<file path="src/rtl/tfmt_pkg.sv">
// Shared helpers for the tiled-framebuffer address generator.
// Assumes 32-bit pixels: micro-tile 4x4, subtile 16x16, tile 32x32 pixels.
package tfmt_pkg;

    // Slot of a subtile within its tile, chosen by tile-row parity.
    // top: subtile half with the larger row index; right: larger column half.
    function automatic logic [1:0] subtile_slot(input logic odd_row,
                                                input logic top,
                                                input logic right);
        logic [1:0] s;
        if (!odd_row) begin
            case ({top, right})
                2'b00:   s = 2'd0;
                2'b10:   s = 2'd1;
                2'b11:   s = 2'd2;
                default: s = 2'd3;
            endcase
        end else begin
            case ({top, right})
                2'b11:   s = 2'd0;
                2'b01:   s = 2'd1;
                2'b00:   s = 2'd2;
                default: s = 2'd3;
            endcase
        end
        return s;
    endfunction

endpackage

</file>
<file path="src/rtl/tfmt_scan_ctr.sv">
// Scan sequencer: latches the configuration on start and walks x then y
// on each accepted beat. Keeps a running tile-row base (ty * tiles per row)
// so the address path needs no multiplier. Assumes start is a pulse.
module tfmt_scan_ctr #(
    parameter int AW = 32,
    parameter int DW = 12,
    parameter int TW = DW - 4
) (
    input  logic            clk,
    input  logic            rst_n,
    input  logic            start_i,
    input  logic [AW-1:0]   base_i,
    input  logic [DW-1:0]   width_i,
    input  logic [DW-1:0]   height_i,
    input  logic            ready_i,
    output logic            busy_o,
    output logic            done_o,
    output logic [DW-1:0]   x_o,
    output logic [DW-1:0]   y_o,
    output logic [AW-1:0]   base_o,
    output logic [TW-1:0]   tpr_o,
    output logic [2*TW-1:0] rowbase_o
);

    logic [DW:0]   w_round;
    logic [TW-1:0] tpr_next;
    logic [DW-1:0] w_q, h_q;
    logic          last_x, last_y;

    // Tiles per row: width rounded up to a multiple of 32, over 32.
    assign w_round  = {1'b0, width_i} + (DW+1)'(31);
    assign tpr_next = w_round[DW:5];
    assign last_x   = (x_o == w_q - DW'(1));
    assign last_y   = (y_o == h_q - DW'(1));

    // Configuration capture, raster stepping and done pulse.
    always_ff @(posedge clk) begin
        if (!rst_n) begin
            busy_o    <= 1'b0;
            done_o    <= 1'b0;
            x_o       <= '0;
            y_o       <= '0;
            base_o    <= '0;
            tpr_o     <= '0;
            rowbase_o <= '0;
            w_q       <= '0;
            h_q       <= '0;
        end else begin
            done_o <= 1'b0;
            if (!busy_o) begin
                if (start_i) begin
                    base_o    <= base_i;
                    w_q       <= width_i;
                    h_q       <= height_i;
                    tpr_o     <= tpr_next;
                    x_o       <= '0;
                    y_o       <= '0;
                    rowbase_o <= '0;
                    if (width_i != '0 && height_i != '0)
                        busy_o <= 1'b1;
                    else
                        done_o <= 1'b1;
                end
            end else if (ready_i) begin
                if (last_x) begin
                    x_o <= '0;
                    if (last_y) begin
                        busy_o <= 1'b0;
                        done_o <= 1'b1;
                    end else begin
                        y_o <= y_o + DW'(1);
                        if (y_o[4:0] == 5'd31)
                            rowbase_o <= rowbase_o + (2*TW)'(tpr_o);
                    end
                end else begin
                    x_o <= x_o + DW'(1);
                end
            end
        end
    end

endmodule

</file>
<file path="src/rtl/tfmt_addr_map.sv">
// Combinational map from (x, y) to byte address in the tiled layout.
// Assumes 4-byte pixels and that rowbase already equals ty * tiles-per-row.
module tfmt_addr_map #(
    parameter int AW = 32,
    parameter int DW = 12,
    parameter int TW = DW - 4
) (
    input  logic [DW-1:0]   x_i,
    input  logic [DW-1:0]   y_i,
    input  logic [AW-1:0]   base_i,
    input  logic [TW-1:0]   tpr_i,
    input  logic [2*TW-1:0] rowbase_i,
    output logic [AW-1:0]   addr_o
);
    import tfmt_pkg::*;

    localparam int OW = 2*TW + 12;

    logic [TW-1:0]   tx;
    logic [TW-1:0]   slot;
    logic [2*TW-1:0] tile_idx;
    logic [1:0]      sub;
    logic            odd_row;
    logic [OW-1:0]   offset;

    // Tile slot (mirrored in odd rows), subtile slot and packed offset.
    always_comb begin
        odd_row  = y_i[5];
        tx       = TW'(x_i[DW-1:5]);
        slot     = odd_row ? (tpr_i - TW'(1) - tx) : tx;
        tile_idx = rowbase_i + (2*TW)'(slot);
        sub      = subtile_slot(odd_row, y_i[4], x_i[4]);
        offset   = {tile_idx, sub, y_i[3:2], x_i[3:2], y_i[1:0], x_i[1:0], 2'b00};
        addr_o   = base_i + AW'(offset);
    end

endmodule

</file>
<file path="src/rtl/tfmt_addr_gen.sv">
// Top: scanline-order address stream over a tiled 32-bit framebuffer.
// valid/ready output; done pulses the cycle after the final beat.
// Assumes start is ignored while a scan is running.
module tfmt_addr_gen #(
    parameter int AW = 32,
    parameter int DW = 12
) (
    input  logic          clk,
    input  logic          rst_n,
    input  logic          start_i,
    input  logic [AW-1:0] base_i,
    input  logic [DW-1:0] width_i,
    input  logic [DW-1:0] height_i,
    input  logic          ready_i,
    output logic          valid_o,
    output logic [AW-1:0] addr_o,
    output logic [DW-1:0] x_o,
    output logic [DW-1:0] y_o,
    output logic          done_o
);

    localparam int TW = DW - 4;

    logic [AW-1:0]   base_q;
    logic [TW-1:0]   tpr_q;
    logic [2*TW-1:0] rowbase_q;

    tfmt_scan_ctr #(.AW(AW), .DW(DW), .TW(TW)) u_scan (
        .clk       (clk),
        .rst_n     (rst_n),
        .start_i   (start_i),
        .base_i    (base_i),
        .width_i   (width_i),
        .height_i  (height_i),
        .ready_i   (ready_i),
        .busy_o    (valid_o),
        .done_o    (done_o),
        .x_o       (x_o),
        .y_o       (y_o),
        .base_o    (base_q),
        .tpr_o     (tpr_q),
        .rowbase_o (rowbase_q)
    );

    tfmt_addr_map #(.AW(AW), .DW(DW), .TW(TW)) u_map (
        .x_i       (x_o),
        .y_i       (y_o),
        .base_i    (base_q),
        .tpr_i     (tpr_q),
        .rowbase_i (rowbase_q),
        .addr_o    (addr_o)
    );

endmodule

</file>
<file path="config.mk">
export PLATFORM = sky130hd
export DESIGN_NAME = tfmt_addr_gen
export DESIGN_NICKNAME = d
export VERILOG_FILES = /design/src/rtl/tfmt_pkg.sv /design/src/rtl/tfmt_scan_ctr.sv /design/src/rtl/tfmt_addr_map.sv /design/src/rtl/tfmt_addr_gen.sv
export SDC_FILE = /design/constraint.sdc
export NUM_CORES = 1
export LEC_CHECK = 0
export ABC_CLOCK_PERIOD_IN_PS = 11600
export BUFFER_PORTS_ARGS = -buffer_cell sky130_fd_sc_hd__buf_4
export CAP_MARGIN = 10
export CORE_MARGIN = 4
export CORE_UTILIZATION = 45
export DETAILED_ROUTE_END_ITERATION = 10
export MAX_ROUTING_LAYER = met4
export PLACE_DENSITY = 0.68
export SLEW_MARGIN = 25
export SYNTH_ARGS = -nofsm -noshare
export SYNTH_HDL_FRONTEND = slang
export SYNTH_HIERARCHICAL = 1
export SYNTH_SLANG_ARGS = --single-unit
</file>
<file path="constraint.sdc">
create_clock -name clk -period 11.6 [get_ports clk]
set_input_delay 2.32 -clock clk [delete_from_list [all_inputs] [get_ports clk]]
set_output_delay 2.32 -clock clk [all_outputs]
set_load 0.01 [all_outputs]
</file>
# Word-level counts from Yosys, hierarchy flattened
# Cells that the tools add are included.
dict set report word_totals {
  ram_bits 0
  output_inout_bits 58
  mem_count 0
  rom_bits 0
  register_bits 106
  latch_bits 0
}
dict set report op_classes {
  n_mux 30
  n_eq_ne 10
  n_addsub 10
  n_div 0
  mul 0
  reduce_logical 9
  bitwise 1
  magnitude_cmp 0
  shift 0
}
# cell count
set ops {}
lappend ops {{$mux 12} 8}
lappend ops {{$mux 16} 6}
lappend ops {{$add 16x8->16} 2}
lappend ops {{$add 32x28->32} 1}
lappend ops {{$add 12x1->12 const B} 2}
lappend ops {{$eq 12x12->1} 2}
lappend ops {{$reduce_bool 12->1} 2}
lappend ops {{$sub 12x1->12 const B} 2}
lappend ops {{$add 12x5->13 const B} 1}
lappend ops {{$mux 1} 12}
lappend ops {{$pmux 2 s3} 2}
lappend ops {{$mux 8} 1}
lappend ops {{$ne 2x2->1 const B} 4}
lappend ops {{$sub 8x1->8 const B} 1}
lappend ops {{$sub 8x7->8} 1}
lappend ops {{$eq 5x5->1 const B} 1}
lappend ops {{$reduce_and 5->1} 1}
lappend ops {{$eq 2x2->1 const B} 2}
lappend ops {{$reduce_and 2->1} 2}
lappend ops {{$reduce_and 4->1} 1}
lappend ops {{$eq 2x1->1 const B} 1}
lappend ops {{$logic_not 2->1} 1}
lappend ops {{$mux 2} 1}
lappend ops {{$reduce_bool 2->1} 1}
lappend ops {{other kinds (2)} 2}

# Logic depth before layout (Yosys ltp)
# Gate-level depths: netlist of the first run.
dict set report depth {
  word_depth 6
  depth_mapped 26
}

# Modules after synthesis
# Netlist of the first run, hierarchy kept.
# mod instances area_each_um2 cells_each seq_area_each_um2
set by_module_without_submodules {}
lappend by_module_without_submodules {tfmt_scan_ctr 1 5486.5 672 2122.0}
lappend by_module_without_submodules {tfmt_addr_map 1 2521.2 347 0.0}

# Worst setup path before layout of the first run
# Ideal clock, no wire load.
dict set report synth_timing {
  path_type {register to output}
  startpoint {register u_scan.x_o[6]}
  endpoint {output port addr_o[31]}
  path_buffers 1
  path_slack_ns 4.761
  stages_incl_launch_ff 23
  t_required_ns 9.280
  arrival_ns 4.519
  cell_sequence {dfxtp_1 > inv_1 > ha_1 > a21o_1 > a21oi_1 > nor2b_1 > o21a_1 > o41ai_1 > xnor2_1 > nor2b_1 > ha_1 > and3_1 > a22o_1 > o21ai_0 > xnor2_1 > ha_1 > buf_2 > nand3_1 > or2_2 > a2111oi_4 > o31ai_1 > a21oi_1 > xor2_1}
}
dict set report synth_between {
  elab_chain_len 4
}
# element line_no
set synth_lines {}
lappend synth_lines {{from (decl)} tfmt_scan_ctr.sv:18} ;# output logic [DW-1:0] x_o,
lappend synth_lines {{from (signal assigned)} tfmt_scan_ctr.sv:76} ;# x_o <= x_o + DW'(1);
lappend synth_lines {{$sub 8x7->8} tfmt_addr_map.sv:30} ;# slot = odd_row ? (tpr_i - TW'(1) - tx) : tx;
lappend synth_lines {{$mux 8 (*)} tfmt_addr_map.sv:30}
lappend synth_lines {{$add 16x8->16 (*)} tfmt_addr_map.sv:31} ;# tile_idx = rowbase_i + (2*TW)'(slot);
lappend synth_lines {{$add 32x28->32 (*)} tfmt_addr_map.sv:34} ;# addr_o = base_i + AW'(offset);
lappend synth_lines {{to (decl)} tfmt_addr_gen.sv:16} ;# output logic [AW-1:0] addr_o,
# Mark *: on every way between the ends. The rest lies on a longest branch, timed or not.

# Worst setup path after layout of the first run
dict set report layout_timing {
  startpoint {register u_scan.x_o[6]}
  endpoint {output port addr_o[30]}
}
# The elaborated chain is that of the path after synthesis.

==> results of run 1 <==
per-stage QoR:
stage	hold slack, ns	instance area [um2]	instances	power, mW
3_3_place_gp	0.453	8980	1321	0.563
3_5_place_dp	0.463	8980	1321	0.566
5_1_grt	0.492	9290	1337	0.916
4_1_cts	0.475	9290	1337	0.884
6_report	0.470	9290	1337	0.874
2_1_floorplan	0.444	8010	1019	0.511
cell families (layout without fill, tap and decap cells):
family / Yosys count / in the layout / synth area share, %
and+or+nand+nor: 412 / 412 / 25.3
AOI/OAI and AO/OA: 255 / 255 / 22.0
buffers and inverters: 82 / 175 / 4.64
xor gates and xnor gates: 89 / 89 / 9.73
DFF: 106 / 106 / 26.5
muxes: 9 / 9 / 1.13
adders and majority gates: 66 / 66 / 10.7
path summary, 6_finish.rpt:
kind | start | endpoint | slack (ns)
setup / recovery | u_scan/x_o[6]$_SDFFE_PN0P_ | addr_o[30] | 3.94
hold / removal | u_scan/base_o[0]$_SDFFE_PN0P_ | u_scan/base_o[0]$_SDFFE_PN0P_ | 0.47
setup reg to reg | u_scan/w_q[0]$_SDFFE_PN0P_ | u_scan/rowbase_o[9]$_SDFFE_PN0P_ | 8.43
hold reg to reg | u_scan/base_o[0]$_SDFFE_PN0P_ | u_scan/base_o[0]$_SDFFE_PN0P_ | 0.47
flip-flops by register name (all words and copies together) (netlist names), 8 cells and up:
register / cells
u_scan/tpr_o: 8
u_scan/w_q: 12
u_scan/rowbase_o: 16
u_scan/base_o: 32
u_scan/h_q: 12
u_scan/y_o: 12
u_scan/x_o: 12
synth_stat cells (19+ instances only):
cell / number
inv_1: 36
dfxtp_1: 106
ha_1: 62
o21ai_0: 29
nand2_1: 181
nand3_1: 33
nor2_1: 56
xor2_1: 42
a21boi_0: 36
xnor2_1: 47
clkbuf_1: 25
nor3_1: 19
a21oi_1: 78
placed cells by master, fill, tap and decap left out, types with 5 or more instances in the layout:
cell / n
clkbuf_16: 9
a21oi_1: 78
or3_1: 16
nor2b_1: 11
ha_1: 62
and2_1: 6
xnor2_1: 47
xor2_1: 42
o31ai_1: 11
o21ai_1: 7
nand2_1: 181
nand3_1: 33
a31oi_1: 6
o21bai_1: 5
a22o_1: 9
a21o_1: 15
o211a_1: 6
or4_1: 10
nor2_1: 56
inv_1: 36
a21boi_0: 36
nor3_1: 19
mux2i_1: 9
nand4_1: 12
o211ai_1: 7
nor4_1: 9
buf_4: 122
o21ai_0: 29
nand2b_1: 7
nand3b_1: 8
o21a_1: 6
dfxtp_1: 106
and3_1: 14
a211oi_1: 5
power breakdown:
group	switching [mW]	leakage (nW)	internal [mW]
clock	0.156	0.152	0.159
sequential	0.0162	0.864	0.378
combinational	0.0895	2.96	0.0747
per-layer routing:
metal / routed length (um) / track usage [%]
met3: 922 / 3.51
met4: 325 / 5.40
met5: 0 / -
met2: 9770 / 35.3
met1: 9820 / 27.2
worst max-delay path: cells and delay by family, from the launching register on:
family                   cells  cell delay, ns
buffers and inverters        2            0.25
multiplexers                 1            0.12
adder cells (fa/ha/maj)      3            0.98
AO/OA/AOI/OAI               12            2.34
AND/OR/NAND/NOR              4            0.39
flip-flops                   1            0.55
XOR/XNOR                     2            0.32
cell type report:
type | count | area [um2]
inverters | 37 | 139
multi-input cells | 831 | 5520
fillers | 1701 | 8070
well taps | 225 | 282
flip-flops and latches | 106 | 2120
clock inverters | 6 | 67.6
clock buffers | 10 | 239
repair buffers | 122 | 916
==> metrics.txt, run 1 <==
Root Driver=clkbuf_16; share of cells above drive strength 1=15.1%; CP Capture Type=output pin; Final GP Congestion=0.937; # resized after CTS=0; Worst Reg-to-Reg Cells=9; CTS tree=done; Crit Path Max Fanout=9; YS warnings=6; setup tns final=0 ns; dpl hpwl=15.7 mm; Post-synth EDFFs=0; CTS HTree Levels=3; Layout area overhead=16.0%; Fmax=0.131 GHz; RSZ-0062 raised after global routing=false; Synth Cell Area=8010 um2; final core occ=53.5%; max cap viols=0; final net count=1233; vias in the first global route=7014; hold path cells=2; # setup viols final=0; startpoint types=flip-flop; clock buffer depth=2; Setup Skew=0.00850 ns; worst vdd ir=0.0884 mV; DRC=0; grt total ovfl=0; Hold WC Path Type=flip-flop to flip-flop; status=finished clean; Critical Path RT=9.28 ns; DRT Wirelength=20.8 mm; TritonCTS Buffers=9; Die Y=141 um; Place WS=4.37 ns; sequential fraction of the synthesis area=26.5%; Synth area leaders=dfxtp_1, ha_1, nand2_1, xnor2_1, a21oi_1; worst skew pair latency=0.36 ns; minimum clock period=7.66 ns; CP cell instances=inv_1 > ha_1 > a21o_1 > a21oi_1 > nor2b_1 > o21a_1 > o41ai_1 > xnor2_1 > nor2b_1 > ha_1 > and3_1 > a22o_1 > o211ai_1 > nor2_1 > xor2_1 > ha_1 > a21o_1 > a21oi_1 > o21ai_0 > o211ai_1 > mux2i_1 > a31oi_1 > o311ai_0 > buf_4; Setup WS post-layout=3.94 ns; top cell type by total area after synthesis=dfxtp_1; IO Count=118; Reg clk slew, reported paths=0.08 ns; Die Area=20000 um2; largest net degree at the start of global routing=73; vias per cell=5.56; Final ANT Viol Nets=0; routed length per instance=15.6 um; CORE AREA=17400 um2; total iterations of the first detailed-routing run=5; Slew Limit Fails=0; CTS Hold Buffers Added=0; Initial DRC Count=374; top-area cell type share of the netlist area=26.5%; slowest cell delay on critical path=0.55 ns; I/O Buffers=117; Post-Synthesis Cells=1019; CTS Sinks=106; vias=7430; path type of the worst setup path=flip-flop to output pin; pwr dens=94.1 nW/um2; Initial Util=46.1%; Rel. slew slack=47.0%; synthesized flop and latch total=106; Final Hold Viols=0; most frequent CP cell=ha_1; Cell variety after synth=79; standard-cell row count=48; antenna violations before repair=0; Tot GR Track Use=21.3%; Main synth FF type=dfxtp_1; Syn Nets=1145; Diodes inserted=0; Die Wd=141 um; Post-CTS Setup Inserts=0; pin slew with the least headroom to its limit=0.794 ns; CP max-delay cell=dfxtp_1; Worst Path Arrival=5.34 ns; first-pass GRT wire length=34.3 mm; Tcrit/Tclk final=66.0%; Leak=3.98 nW; synthesized area per cell=7.86 um2; ys async rst share=0%
Note: power is estimated with default switching activity, not from simulation.
==> run 2, diff against run 1 <==
--- a/config.mk
+++ b/config.mk
@@ -5,7 +5,7 @@
 export SDC_FILE = /design/constraint.sdc
 export NUM_CORES = 1
 export LEC_CHECK = 0
-export ABC_CLOCK_PERIOD_IN_PS = 11600
+export ABC_CLOCK_PERIOD_IN_PS = 7300
 export BUFFER_PORTS_ARGS = -buffer_cell sky130_fd_sc_hd__buf_4
 export CAP_MARGIN = 10
 export CORE_MARGIN = 4
==> constraint.sdc (replaced) <==
create_clock -name clk -period 7.3 [get_ports clk]
set_input_delay 1.46 -clock clk [delete_from_list [all_inputs] [get_ports clk]]
set_output_delay 1.46 -clock clk [all_outputs]
set_load 0.01 [all_outputs]
==> run 2 against run 1 <==
  * Design area decreased by 0.32%
  * Sequential cell count unchanged
  * Final cell count about the same
  * Core utilization decreased by 0.17 points
  * Critical path type unchanged
  * Critical endpoint is now addr_o[31]
  * Largest cell class unchanged
  * Largest power group unchanged
==> metrics.txt, run 2 (synthesis gave the netlist of run 1 again) <==
Die Y=141 um; standard-cell row count=48; # resized after CTS=0; biggest regs=u_scan/base_o: 32 flops, u_scan/rowbase_o: 16 flops; minimum clock period=6.79 ns; pwr dens=147 nW/um2; storage element area=2120 um2; final net count=1232; # setup viols final=0; vias per cell=5.51; routed length per instance=15.5 um; Initial Util=46.1%; Reg clk slew, reported paths=0.08 ns; Layout area overhead=15.6%; vias=7357; Critical Path RT=5.84 ns; IO Count=118; Tot GR Track Use=21.3%; Root Driver=clkbuf_16; vias in the first global route=6916; Final ANT Viol Nets=0; setup tns final=0 ns; min-delay src=u_scan/base_o[1]$_SDFFE_PN0P_; Worst Path Arrival=5.33 ns; Worst Reg-to-Reg Cells=9; pin slew with the least headroom to its limit=0.780 ns; Fmax=0.147 GHz; clock buffer depth=2; Slew Limit Fails=0; hold path cells=2; Rel. slew slack=48.0%; worst skew pair latency=0.36 ns; fill count=1708; DRC=0; share of cells above drive strength 1=14.9%; first-pass GRT wire length=34.4 mm; Leak=3.96 nW; TritonCTS Buffers=9; Diodes inserted=0; Die Area=20000 um2; Final Hold Viols=0; Hold WC Path Type=flip-flop to flip-flop; largest net degree at the start of global routing=64; leading cell type in the layout, fill and taps excluded=nand2_1; dpl hpwl=15.8 mm; CTS HTree Levels=3; Largest Register=u_scan/base_o; total iterations of the first detailed-routing run=5; grt total ovfl=0; I/O Buffers=117; FF-to-FF End=u_scan/rowbase_o[13]$_SDFFE_PN0P_; path type of the worst setup path=flip-flop to output pin; status=finished clean; Pwr Total=1.36 mW; max cap viols=0; CORE AREA=17400 um2; Die Wd=141 um; startpoint types=flip-flop; most frequent cells in the layout=nand2_1, buf_4, dfxtp_1; CTS tree=done; Setup Skew=0.0117 ns; worst vdd ir=0.120 mV; DRT Wirelength=20.8 mm; area of the multi-input gates=5520 um2; CTS Hold Buffers Added=0; reg2reg start=u_scan/w_q[0]$_SDFFE_PN0P_; number of flip-flops under the largest register name=32; setup slack, reg-to-reg=4.15 ns; Post-CTS Setup Inserts=0; hold endpoint=u_scan/base_o[1]$_SDFFE_PN0P_; RSZ-0062 raised after global routing=false; Final GP Congestion=0.930; Crit Path Max Fanout=9; Tcrit/Tclk final=93.1%; CTS Sinks=106; CP Capture Type=output pin; antenna violations before repair=0; Initial DRC Count=383
[run 2: how the worst max path moves through the flow]
| stage | from | endpoint | depth (start not counted) |
|---|---|---|---|
| 2_1_floorplan | u_scan/x_o[6]$_SDFFE_PN0P_ | addr_o[31] | 22 |
| 3_3_place_gp | u_scan/x_o[6]$_SDFFE_PN0P_ | addr_o[31] | 22 |
| 5_1_grt | u_scan/x_o[6]$_SDFFE_PN0P_ | addr_o[31] | 22 |
| 3_5_place_dp | u_scan/x_o[6]$_SDFFE_PN0P_ | addr_o[31] | 22 |
| 6_report | u_scan/x_o[6]$_SDFFE_PN0P_ | addr_o[31] | 22 |
| 4_1_cts | u_scan/x_o[6]$_SDFFE_PN0P_ | addr_o[31] | 23 |
[run 2: layout make-up]
type                       count  area share [%]
sequential                   106            22.9
clock buffer                  10            2.47
clock inverter                 6           0.595
timing repair buffer         121            9.81
tap                          225            3.04
inverter                      37            1.50
multi-input combinational    831            59.7
[run 2: report_power, final]
group	switching, mW	internal, mW	total (mW)	leakage, nW
logic	0.141	0.119	0.260	2.96
clock network	0.239	0.239	0.479	0.140
registers	0.0258	0.600	0.626	0.864
[run 2: per-layer routing]
layer / track usage [%] / routed length (um) / vias up
li1: - / - / 3777
met2: 34.7 / 9530 / 180
met5: - / 0 / -
met4: 4.65 / 268 / 0
met3: 3.91 / 1100 / 15
met1: 27.9 / 9860 / 3385
[run 2: critical path: stages (launching register included)]
cell and delay [ns]:
dfxtp_1 0.54, inv_1 0.08, ha_1 0.29, a21o_1 0.16
a21oi_1 0.22, nor2b_1 0.07, o21a_1 0.19, o41ai_1 0.32
xnor2_1 0.17, nor2b_1 0.07, ha_1 0.31, and3_1 0.18
a22o_1 0.21, o21ai_0 0.19, xnor2_1 0.12, ha_1 0.45
nand3_1 0.13, or2_2 0.33, a2111oi_4 0.30, o31ai_1 0.14
a21oi_1 0.20, xor2_1 0.16, buf_4 0.14
[run 2: metrics by stage]
step | util, % | std cells | hold slack, ns | cell area, um2 | setup WS, ns
after floorplan | - | 1019 | 0.444 | 8010 | 1.32
after global placement | 51.7 | 1320 | 0.454 | 8970 | 0.995
after detailed placement | 51.7 | 1320 | 0.460 | 8970 | 0.923
after CTS | 53.3 | 1336 | 0.471 | 9260 | 0.485
after global routing | 53.3 | 1336 | 0.486 | 9260 | 0.0255
final | 53.3 | 1336 | 0.467 | 9260 | 0.506
==> run 3, diff against run 2 <==
--- a/config.mk
+++ b/config.mk
@@ -11,6 +11,7 @@
 export CORE_MARGIN = 4
 export CORE_UTILIZATION = 45
 export DETAILED_ROUTE_END_ITERATION = 10
+export GPL_TIMING_DRIVEN = 0
 export MAX_ROUTING_LAYER = met4
 export PLACE_DENSITY = 0.68
 export SLEW_MARGIN = 25
==> run 3 against run 2 <==
  * Critical path depth rose by 1
  * Core utilization is 1.2 points higher
  * Design area rose by 2.2%
  * Sequential share of layout area down 0.46 points
  * Total power rose by 0.15%
  * Maximum frequency down 1.2%
  * Register-to-register slack worse by 0.04 ns
  * Setup slack lost 0.084 ns
  * Clock power shrank 2%
  * Final cell count up 3.1%
  * First-iteration DRC count rose by 11%
  * Global-route usage is 0.13 points higher
  * Largest power group unchanged
  * Highest routed layer unchanged
==> metrics.txt, run 3 (synthesis gave the netlist of run 1 again) <==
Hold WC Path Type=flip-flop to flip-flop; Seq pwr share=45.8%; # setup viols final=0; vias=7557; share of cells above drive strength 1=15.4%; fill count=1704; DRT Wirelength=21.1 mm; internal power=0.975 mW; antenna violations before repair=0; CP cell instances=inv_1 > ha_1 > nor2b_1 > o21ai_0 > nand2b_1 > a21o_1 > a21oi_1 > xor2_1 > mux2i_1 > ha_1 > a21o_1 > a22o_1 > o21ai_0 > xnor2_1 > ha_1 > buf_2 > nand3_1 > or2_2 > a2111oi_4 > o31ai_1 > a21oi_1 > xor2_1 > buf_4; area of the multi-input gates=5520 um2; CP max-delay cell=dfxtp_1; dpl hpwl=16.8 mm; sw frac=28.6%; part of the power in the clock network=34.3%; biggest regs=u_scan/base_o: 32 flops, u_scan/rowbase_o: 16 flops; met1 Track Usage GR=28.8%; DP Cell Count=1360; path type of the worst setup path=flip-flop to output pin; RSZ-0062 raised after global routing=false; Root Driver=clkbuf_16; clock buffer depth=2; Critical Path RT=5.84 ns; leading cell type in the layout, fill and taps excluded=nand2_1; pwr dens=144 nW/um2; I/O Buffers=116; Diodes inserted=0; Crit Path Max Fanout=8; storage element area=2120 um2; Reg clk slew, reported paths=0.07 ns; minimum clock period=6.88 ns; standard-cell row count=48; vias per cell=5.49; final net count=1273; first-pass GRT wire length=34.2 mm; Final ANT Viol Nets=0; Final Hold Viols=0; Die Wd=141 um; CTS Hold Buffers Added=0; Tcrit/Tclk final=94.2%; met3 global-route usage=2.66%; CP Capture Type=output pin; P_sw=0.391 mW; Gate power share=20.0%; setup tns final=0 ns; Tot GR Track Use=21.5%; CTS Sinks=106; routed length per instance=15.3 um; number of flip-flops under the largest register name=32; Largest Register=u_scan/base_o; Rel. slew slack=47.8%; Layout area overhead=18.1%; Slew Limit Fails=0; CTS tree=done; total iterations of the first detailed-routing run=5; most frequent CP cell=ha_1; most frequent cells in the layout=nand2_1, buf_4, dfxtp_1; Initial DRC Count=426; met2 usage=33.0%; Setup Skew=0.00829 ns; grt total ovfl=0; Fmax=0.145 GHz; Final GP Congestion=0.929; pin slew with the least headroom to its limit=0.784 ns; IO Count=118; worst skew pair latency=0.35 ns; Die Area=20000 um2; Initial Util=46.1%; DRC=0; Most Used Layer, Global Route=met2; Layout Cells excl Fill=1377; status=finished clean; CORE AREA=17400 um2; vias in the first global route=6941; max cap viols=0; TritonCTS Buffers=9; slowest cell delay on critical path=0.49 ns; Worst Path Arrival=5.42 ns; startpoint types=flip-flop; Die Y=141 um; CTS HTree Levels=3; Leak=4.05 nW; final core occ=54.5%; worst vdd ir=0.110 mV; largest net degree at the start of global routing=17
-- run 3: cell count changes in the layout (fill, tap and decap cells not counted), moves of 2 or more --
cell / delta
dfxtp_2: +2
dfxtp_1: -2
clkbuf_8: +2
buf_2: +6
clkinvlp_4: +2
buf_6: +6
inv_6: -3
clkbuf_1: +26
buf_1: +5
-- run 3: final timing paths --
check / startpoint / depth (start not counted) / slack (ns) / endpoint
setup / recovery: u_scan/x_o[7]$_SDFFE_PN0P_ / 23 / 0.42 / addr_o[31]
hold / removal: u_scan/base_o[0]$_SDFFE_PN0P_ / 2 / 0.47 / u_scan/base_o[0]$_SDFFE_PN0P_
setup reg to reg: u_scan/w_q[0]$_SDFFE_PN0P_ / 10 / 4.11 / u_scan/x_o[11]$_SDFFE_PN0P_
hold reg to reg: u_scan/base_o[0]$_SDFFE_PN0P_ / 2 / 0.47 / u_scan/base_o[0]$_SDFFE_PN0P_
-- run 3: final cells by class --
type	instances	share of cell area [%]
plain buffers	45	2.46
clock buffers	13	2.75
clock inverters	3	0.251
inverters	37	1.47
multi-input cells	831	58.3
flip-flops and latches	106	22.5
well taps	225	2.98
repair buffers	117	9.29
-- run 3: metal layers --
metal | share of wire [%] | wire length (um) | up-vias
met3 | 5.6 | 1190 | 33
li1 | - | - | 3884
met4 | 3.1 | 650 | 0
met1 | 47 | 9910 | 3437
met5 | 0 | 0 | -
met2 | 44 | 9320 | 203
-- run 3: timing repair --
item,CTS,global route
resized for setup,0,3
hold endpoints to repair,0,0
setup endpoints to repair,0,3
setup buffers,0,1
-- run 3: worst max-delay path, delay by kind of cell, from the launching register on --
family,cells,cell delay (ns)
flip-flops,1,0.49
AND/OR/NAND/NOR,4,0.69
buffers and inverters,3,0.42
multiplexers,1,0.24
XOR/XNOR,3,0.39
adder cells (fa/ha/maj),3,0.93
AO/OA/AOI/OAI,9,1.89
-- run 3: power groups by stage --
| stage | Combinational (mW) | Sequential, mW | Clock (mW) |
|---|---|---|---|
| 4_1_cts | 0.273 | 0.625 | 0.481 |
| 2_1_floorplan | 0.181 | 0.631 | 0 |
| 6_report | 0.273 | 0.625 | 0.468 |
| 3_3_place_gp | 0.267 | 0.638 | 0 |
| 5_1_grt | 0.302 | 0.629 | 0.509 |
| 3_5_place_dp | 0.272 | 0.638 | 0 |
-- run 3: through the flow --
stage	worst slack, ns	power (mW)	cell area, um2	hold WS (ns)
detailed placement	0.570	0.910	9160	0.461
floorplan	1.32	0.812	8010	0.444
global route	0.0433	1.44	9460	0.489
global placement	0.660	0.904	9160	0.455
finish	0.422	1.37	9460	0.468
CTS	0.171	1.38	9440	0.471
